<file path="config.mk">
export PLATFORM = sky130hd
export DESIGN_NAME = line_diag_monitor
export DESIGN_NICKNAME = d
export VERILOG_FILES = /design/src/rtl/line_diag_pkg.sv /design/src/rtl/tdr_sat_counter.sv /design/src/rtl/tdr_fsm.sv /design/src/rtl/hb_checker.sv /design/src/rtl/line_diag_monitor.sv
export SDC_FILE = /design/constraint.sdc
export NUM_CORES = 1
export LEC_CHECK = 0
export BUFFER_PORTS_ARGS = -buffer_cell sky130_fd_sc_hd__buf_2
export CORE_UTILIZATION = 47
export CTS_CLUSTER_SIZE = 28
export DETAILED_ROUTE_END_ITERATION = 12
export HOLD_SLACK_MARGIN = 0.15
export PLACE_DENSITY = 0.8
export SETUP_SLACK_MARGIN = 0.5
export SYNTH_ARGS = -nofsm -noshare
export SYNTH_HDL_FRONTEND = slang
export SYNTH_SLANG_ARGS = --single-unit
export TNS_END_PERCENT = 30
</file>
<file path="constraint.sdc">
create_clock -name clk -period 1.74 [get_ports clk]
set_input_delay 0.261 -clock clk [delete_from_list [all_inputs] [get_ports clk]]
set_output_delay 0.261 -clock clk [all_outputs]
set_load 0.01 [all_outputs]
</file>
<file path="src/rtl/line_diag_pkg.sv">
package line_diag_pkg;

    typedef enum logic [1:0] {
        TDR_IDLE  = 2'd0,
        TDR_ARMED = 2'd1,
        TDR_RUN   = 2'd2,
        TDR_HELD  = 2'd3
    } tdr_state_e;

    typedef enum logic [1:0] {
        HB_IDLE   = 2'd0,
        HB_TX     = 2'd1,
        HB_LISTEN = 2'd2
    } hb_state_e;

endpackage

</file>
<file path="src/rtl/tdr_sat_counter.sv">
module tdr_sat_counter #(
    parameter int CNT_W = 10
) (
    input  logic             clk,
    input  logic             rst_n,
    input  logic             clr,
    input  logic             inc,
    output logic [CNT_W-1:0] count
);
    localparam logic [CNT_W-1:0] CNT_MAX = {CNT_W{1'b1}};

    logic [CNT_W-1:0] count_q;
    logic [CNT_W-1:0] count_d;

    // clear wins; an increment at the ceiling leaves the value unchanged
    always_comb begin
        count_d = count_q;
        if (clr) begin
            count_d = '0;
        end else if (inc && (count_q != CNT_MAX)) begin
            count_d = count_q + 1'b1;
        end
    end

    always_ff @(posedge clk or negedge rst_n) begin
        if (!rst_n) begin
            count_q <= '0;
        end else begin
            count_q <= count_d;
        end
    end

    assign count = count_q;

endmodule

</file>
<file path="src/rtl/tdr_fsm.sv">
module tdr_fsm
    import line_diag_pkg::*;
(
    input  logic clk,
    input  logic rst_n,
    input  logic tx_en,
    input  logic carrier,
    input  logic coll,
    output logic inc,
    output logic wb
);
    tdr_state_e state_q;
    tdr_state_e state_d;
    logic       wb_q;
    logic       wb_d;
    logic       line_clean;

    assign line_clean = carrier && !coll;

    // state register
    always_ff @(posedge clk or negedge rst_n) begin
        if (!rst_n) begin
            state_q <= TDR_IDLE;
            wb_q    <= 1'b0;
        end else begin
            state_q <= state_d;
            wb_q    <= wb_d;
        end
    end

    // next state and outputs
    always_comb begin
        state_d = state_q;
        inc     = 1'b0;
        wb_d    = 1'b0;
        unique case (state_q)
            TDR_IDLE: begin
                if (tx_en) begin
                    state_d = TDR_ARMED;
                end
            end
            TDR_ARMED: begin
                if (!tx_en) begin
                    state_d = TDR_IDLE;
                    wb_d    = 1'b1;
                end else if (line_clean) begin
                    state_d = TDR_RUN;
                    inc     = 1'b1;
                end
            end
            TDR_RUN: begin
                if (!tx_en) begin
                    state_d = TDR_IDLE;
                    wb_d    = 1'b1;
                end else if (!line_clean) begin
                    state_d = TDR_HELD;
                end else begin
                    inc = 1'b1;
                end
            end
            TDR_HELD: begin
                if (!tx_en) begin
                    state_d = TDR_IDLE;
                    wb_d    = 1'b1;
                end
            end
            default: begin
                state_d = TDR_IDLE;
            end
        endcase
    end

    assign wb = wb_q;

endmodule

</file>
<file path="src/rtl/hb_checker.sv">
module hb_checker
    import line_diag_pkg::*;
#(
    parameter int HB_WINDOW = 40
) (
    input  logic clk,
    input  logic rst_n,
    input  logic tx_en,
    input  logic coll,
    input  logic clr,
    output logic err
);
    localparam int              WIN_W    = $clog2(HB_WINDOW + 1);
    localparam logic [WIN_W-1:0] WIN_LAST = WIN_W'(HB_WINDOW - 1);

    hb_state_e        state_q;
    hb_state_e        state_d;
    logic [WIN_W-1:0] win_q;
    logic [WIN_W-1:0] win_d;
    logic             err_q;
    logic             err_d;
    logic             miss;

    // state register
    always_ff @(posedge clk or negedge rst_n) begin
        if (!rst_n) begin
            state_q <= HB_IDLE;
            win_q   <= '0;
            err_q   <= 1'b0;
        end else begin
            state_q <= state_d;
            win_q   <= win_d;
            err_q   <= err_d;
        end
    end

    // next state and outputs
    always_comb begin
        state_d = state_q;
        win_d   = win_q;
        miss    = 1'b0;
        unique case (state_q)
            HB_IDLE: begin
                if (tx_en) begin
                    state_d = HB_TX;
                end
            end
            HB_TX: begin
                if (!tx_en) begin
                    state_d = HB_LISTEN;
                    win_d   = '0;
                end
            end
            HB_LISTEN: begin
                if (coll) begin
                    state_d = HB_IDLE;
                end else if (win_q == WIN_LAST) begin
                    state_d = HB_IDLE;
                    miss    = 1'b1;
                end else begin
                    win_d = win_q + 1'b1;
                end
            end
            default: begin
                state_d = HB_IDLE;
            end
        endcase

        err_d = err_q;
        if (clr) begin
            err_d = 1'b0;
        end else if (miss) begin
            err_d = 1'b1;
        end
    end

    assign err = err_q;

endmodule

</file>
<file path="src/rtl/line_diag_monitor.sv">
module line_diag_monitor #(
    parameter int CNT_W     = 10,
    parameter int HB_WINDOW = 40
) (
    input  logic             clk,
    input  logic             rst_n,
    input  logic             tx_en,
    input  logic             carrier,
    input  logic             coll,
    input  logic             diag_clr,
    output logic [CNT_W-1:0] tdr_count,
    output logic             tdr_wb,
    output logic             hb_err
);
    logic tdr_inc;

    tdr_fsm u_fsm (
        .clk     (clk),
        .rst_n   (rst_n),
        .tx_en   (tx_en),
        .carrier (carrier),
        .coll    (coll),
        .inc     (tdr_inc),
        .wb      (tdr_wb)
    );

    tdr_sat_counter #(.CNT_W(CNT_W)) u_cnt (
        .clk   (clk),
        .rst_n (rst_n),
        .clr   (diag_clr),
        .inc   (tdr_inc),
        .count (tdr_count)
    );

    hb_checker #(.HB_WINDOW(HB_WINDOW)) u_hb (
        .clk   (clk),
        .rst_n (rst_n),
        .tx_en (tx_en),
        .coll  (coll),
        .clr   (diag_clr),
        .err   (hb_err)
    );

endmodule

</file>
# Yosys cells after proc, flatten, opt, wreduce, memory -nomap -nowiden
# Index checks and enable logic that the tools add are counted.
# classes
n_addsub,2
n_mul,0
div_mod_pow,0
n_lt_le_gt_ge,0
n_eq_ne,16
shifts,0
mux,27
bitwise,0
n_reduce_logical,13
# op_table
operator,n
two-way mux 10 bit,2
two-way mux 2 bit,9
two-way mux 6 bit,3
"!= test 2 bit, second input constant",6
one-hot mux 6 bit (2 select lines),1
"adder 10 x 1 -> 10 bit, second input constant",1
two-way mux 1 bit,10
"!= test 10 bit, second input constant",1
one-hot mux 2 bit (4 select lines),1
AND reduction 4 bit,2
"adder 6 x 1 -> 6 bit, second input constant",1
"equality test 2 bit, second input constant",3
"equality test 6 bit, second input constant",1
"!= test 3 x 2 -> 1 bit, second input constant",2
one-hot mux 2 bit (3 select lines),1
nonzero test 2 bit,3
"equality test 2 x 1 -> 1 bit, second input constant",2
zero test 2 bit,2
"!= test 3 bit, second input constant",1
AND reduction 3 bit,1
OR reduction 3 bit,1
logical AND 1 bit,2
OR reduction 2 bit,1
zero test 1 bit,1
# totals
reg_bits,22
latch_bits,0
ram_bits,0
mem_bits_ro,0
input_bits,6
output_inout_bits,12
elab_cells,64
memories,0

# Longest topological paths before layout
# logic_depth
ltp_word,8
mapped_depth,7
ltp_nobuf,6

# Hierarchy
# A second synthesis with hierarchy kept.
# unflattened
hier_cells,121
hier_area_um2,1247.4
# modules_own_cells
mod,instances,cells_per_inst,area_per_inst_um2,seq_area_each_um2
tdr_sat_counter,1,55,536.8,250.2
hb_checker,1,45,473.0,225.2
tdr_fsm,1,21,237.7,75.1

# Worst setup path after synthesis
# No wires, ideal clock.
# synth_path
path_type,flip-flop to flip-flop
from,register u_fsm.state_q[0]
to,"register u_cnt.count_q[4], in the netlist u_cnt.count[4]"
setup_ps,78
t_arrival_ps,1608
required_ps,1662
path_slack_ps,54
path_stages_with_launch,8
path_buffers,1
synth_period_minus_slack_ps,1686
cell_sequence,dfrtp_1 inv_1 ha_1 and4b_4 o31ai_2 buf_6 or3_1 a21oi_1
# synth_via
elab_chain_len,5
word_cells_on_any_way,6
cone_classes,2 x eq/ne; 1 x mux; 3 x reduce/logical
# synth_lines
item,line,text
start: declaration,tdr_fsm.sv:12,tdr_state_e state_q;
start signal: assignment,tdr_fsm.sv:26,state_q <= state_d;
equality test 2 x 1 -> 1 bit / equality test 2 bit (equally long branches),tdr_fsm.sv:36,unique case (state_q)
OR reduction 2 bit (no source line) *,-,
two-way mux 1 bit *,-,
logical AND 1 bit *,tdr_sat_counter.sv:20,end else if (inc && (count_q != CNT_MAX)) begin
nonzero test 2 bit (no source line) *,-,
end signal: assignment,tdr_sat_counter.sv:29,count_q <= count_d;
end: declaration,tdr_sat_counter.sv:12,logic [CNT_W-1:0] count_q;
# Mark *: on every way between the ends. The rest lies on a longest branch, timed or not.
# A chain may end at the register's enable or synchronous reset.

# Final worst setup path
# layout_path
from,register u_fsm.state_q[1]
to,"register u_cnt.count_q[9], in the netlist u_cnt.count[9]"
# The elaborated chain is that of the path after synthesis.

==> results_dict.tcl <==
set metrics [dict create \
    outcome "finished, final reports clean" \
    yosys-top-cells-area "dfrtp_1, ha_1, a21oi_1" \
    synth_ff_type "dfrtp_1" \
    crit_required_ps 1980 \
    fmax_mhz 575 \
    drv_cap 0 \
    crit_fanout 3 \
    dieArea_um2 2760 \
    ys_seq_area_share_pct 45.8 \
    core_um2 2320 \
    critPathSlowestCell "dfrtp_1" \
    synth_commonest_cells "dfrtp_1, a21oi_1, nand3_1, nor2_1, ha_1" \
    wirelength_um 2960 \
    final_antenna_net_count 0 \
    synth-async-reset-ratio_pct 100 \
    fin_crit_ps 1740 \
    vias 1116 \
    synth_top_cell_by_area "dfrtp_1" \
    worst_slew_pin_slew_ps 499 \
    synth_nets 133 \
    critical-path-max-stage-delay_ps 400 \
    routedWlPerCell_um 15.6 \
    synth_top_area_share_pct 45.8 \
    hp-class "in -> reg" \
    chipHeight_um 52.6 \
    finalHoldViolCount 0 \
    grt_pass1_wl_um 4640 \
    cp-start-kind "flip-flop" \
    finalSetupViolCount 0 \
    slew_headroom_pct 66.7 \
    num_antenna_cells 0 \
    tns_ps 0 \
    post-route-period-util_pct 100 \
    critPathKind "reg -> reg" \
    drive_gt1_share_pct 38.9 \
    end_kind "flip-flop" \
    h-tree-depth 1 \
    synth_seq_cells 22 \
    crit_arrival_ps 1980 \
    avgSynthCellArea_um2 10.0 \
    path_clk_slew_ps 120 \
    crit_path_cell_trace "inv_2 -> ha_4 -> and4b_4 -> buf_4 -> nand2_1 -> or4_1 -> a21oi_1" \
    rsz0062_at_grt "yes" \
    gp_congestion 0.819 \
    p_leak_nw 0.766 \
    grt_pass1_vias 1046 \
    drt_iter0_markers 10 \
    grt_max_degree 23 \
    netlist_area_um2 1200 \
    placementRows 17 \
    root_buffer "clkbuf_4" \
    nNetsFinal 177 \
    io_buffers 17 \
    peakVddDrop_v 0.000682 \
    drc 0 \
    cts.path.max_buffers 2 \
    synth_edf_count 0 \
    p_per_area_nw_per_um2 804 \
    antenna_found_initial 0 \
    drt-vias-per-instance 5.87 \
    gr-total-overflow 0 \
    dr.pass1.iters 4 \
    dpl.hpwl_um 2090 \
    synth_warnings 0 \
    cts_tree "done" \
    initial_core_util_pct 51.8 \
    yosysMostFrequentCell "dfrtp_1" \
    ios 18 \
    fin_worst_skew_ps 9.72 \
    synth_cell_types 38 \
    synth_cells 120 \
    cts_buffers 3 \
    area_growth_pct 39.9 \
    drv_slew 0 \
    grt_usage_pct 23.1 \
    clock_latency_ps 300 \
    final_util_pct 72.5 \
    cts_sinks 22 \
    die_x_um 52.6 \
]
## placed cells by master, fill, tap and decap left out, types with 2 or more instances in the layout
| master | synthesis | layout |
|---|---|---|
| nand3_1 | 8 | 8 |
| clkbuf_4 | 0 | 3 |
| a22o_1 | 2 | 2 |
| nor2_1 | 8 | 8 |
| o21ai_1 | 0 | 5 |
| nor3b_1 | 2 | 2 |
| xor2_1 | 3 | 3 |
| a21oi_1 | 12 | 6 |
| buf_4 | 0 | 12 |
| nand2_1 | 4 | 4 |
| inv_2 | 0 | 3 |
| a211o_1 | 2 | 2 |
| ha_4 | 0 | 2 |
| or4_1 | 2 | 2 |
| buf_6 | 1 | 20 |
| o21a_1 | 2 | 2 |
| ha_1 | 7 | 4 |
| o211ai_1 | 2 | 2 |
| a21oi_2 | 0 | 6 |
| mux2i_1 | 2 | 2 |
| buf_2 | 0 | 9 |
| or3_1 | 4 | 4 |
| inv_1 | 6 | 3 |
| nor3_1 | 2 | 2 |
| nand4_1 | 4 | 4 |
| dfrtp_1 | 22 | 22 |
## routing by layer
layer	share of wire, %	up-vias	global-route usage (%)	wire length (um)
li1	-	530	-	-
met5	0	-	0	0
met1	44	559	30.3	1310
met2	52	25	39.2	1540
met3	3.2	2	2.61	95
met4	0.51	0	7.46	15
## cell families (layout without fill, tap and decap cells)
| logic type | Yosys count | after routing | share of synthesized area, % |
|---|---|---|---|
| and+or+nand+nor | 46 | 46 | 22.8 |
| AOI/OAI and AO/OA | 30 | 30 | 16.0 |
| DFF | 22 | 22 | 45.8 |
| buffers and inverters | 9 | 51 | 3.44 |
| adders and majority gates | 7 | 7 | 7.29 |
| xor gates and xnor gates | 4 | 4 | 2.92 |
| muxes | 2 | 2 | 1.67 |
## state kept, by name, summed over array words and instances (netlist names)
signal and cells:
u_cnt.count 10, u_fsm.state_q 2, u_fsm.wb 1, u_hb.err 1
u_hb.state_q 2, u_hb.win_q 6
## critical path: cells and delay by family (launching register included)
family	cells	cell delay [ps]
buffers and inverters	2	180
AO/OA/AOI/OAI	1	150
AND/OR/NAND/NOR	3	680
flip-flops	1	400
adder cells (fa/ha/maj)	1	260
## power breakdown
group	internal, mW	leakage [nW]	switching [mW]	total, mW
sequential	0.561	0.299	0.0443	0.605
clock	0.0807	0.0138	0.150	0.231
combinational	0.263	0.454	0.252	0.515
## area by class of cell
cell class,count,area (um^2)
Clock buffer,3,22.5
Sequential cell,22,551
Tap cell,28,35.0
Inverter,6,22.5
Timing Repair Buffer,42,370
Fill cell,169,638
Multi-Input combinational cell,89,679
## repair_timing
action | CTS | global route
pin swaps | 10 | 16
hold buffers | 1 | 0
setup endpoints to repair | 29 | 30
hold endpoints to repair | 22 | 0
buffers inserted | 4 | 1
resized for setup | 8 | 32
## stage by stage
stage	cells	power, mW	hold slack [ps]	cell area (um^2)	setup WS (ps)
6_report	190	1.35	208	1680	0.481
5_1_grt	190	1.44	201	1680	-111
4_1_cts	189	1.28	194	1540	1.10
3_5_place_dp	181	0.990	261	1450	-62.6
3_3_place_gp	181	0.955	250	1450	55.1
2_1_floorplan	120	0.833	-34.6	1200	94.4
## worst paths after layout
path | cells after the start | slack, ps | to | from
worst max-delay path | 7 | 0.5 | u_cnt.count[9]$_DFFE_PN0P_ | u_fsm.state_q[1]$_DFFE_PN0P_
worst min-delay path | 2 | 210 | u_fsm.wb$_DFF_PN0_ | tx_en
worst max register to register | 7 | 0.5 | u_cnt.count[9]$_DFFE_PN0P_ | u_fsm.state_q[1]$_DFFE_PN0P_
worst min register to register | 1 | 500 | u_hb.state_q[0]$_DFFE_PN0P_ | u_hb.state_q[1]$_DFFE_PN0P_
max in group asynchronous | 2 | 960 | u_cnt.count[4]$_DFFE_PN0P_ | rst_n
min in group asynchronous | 2 | 440 | u_cnt.count[5]$_DFFE_PN0P_ | rst_n
(Power assumes the default switching activity.)
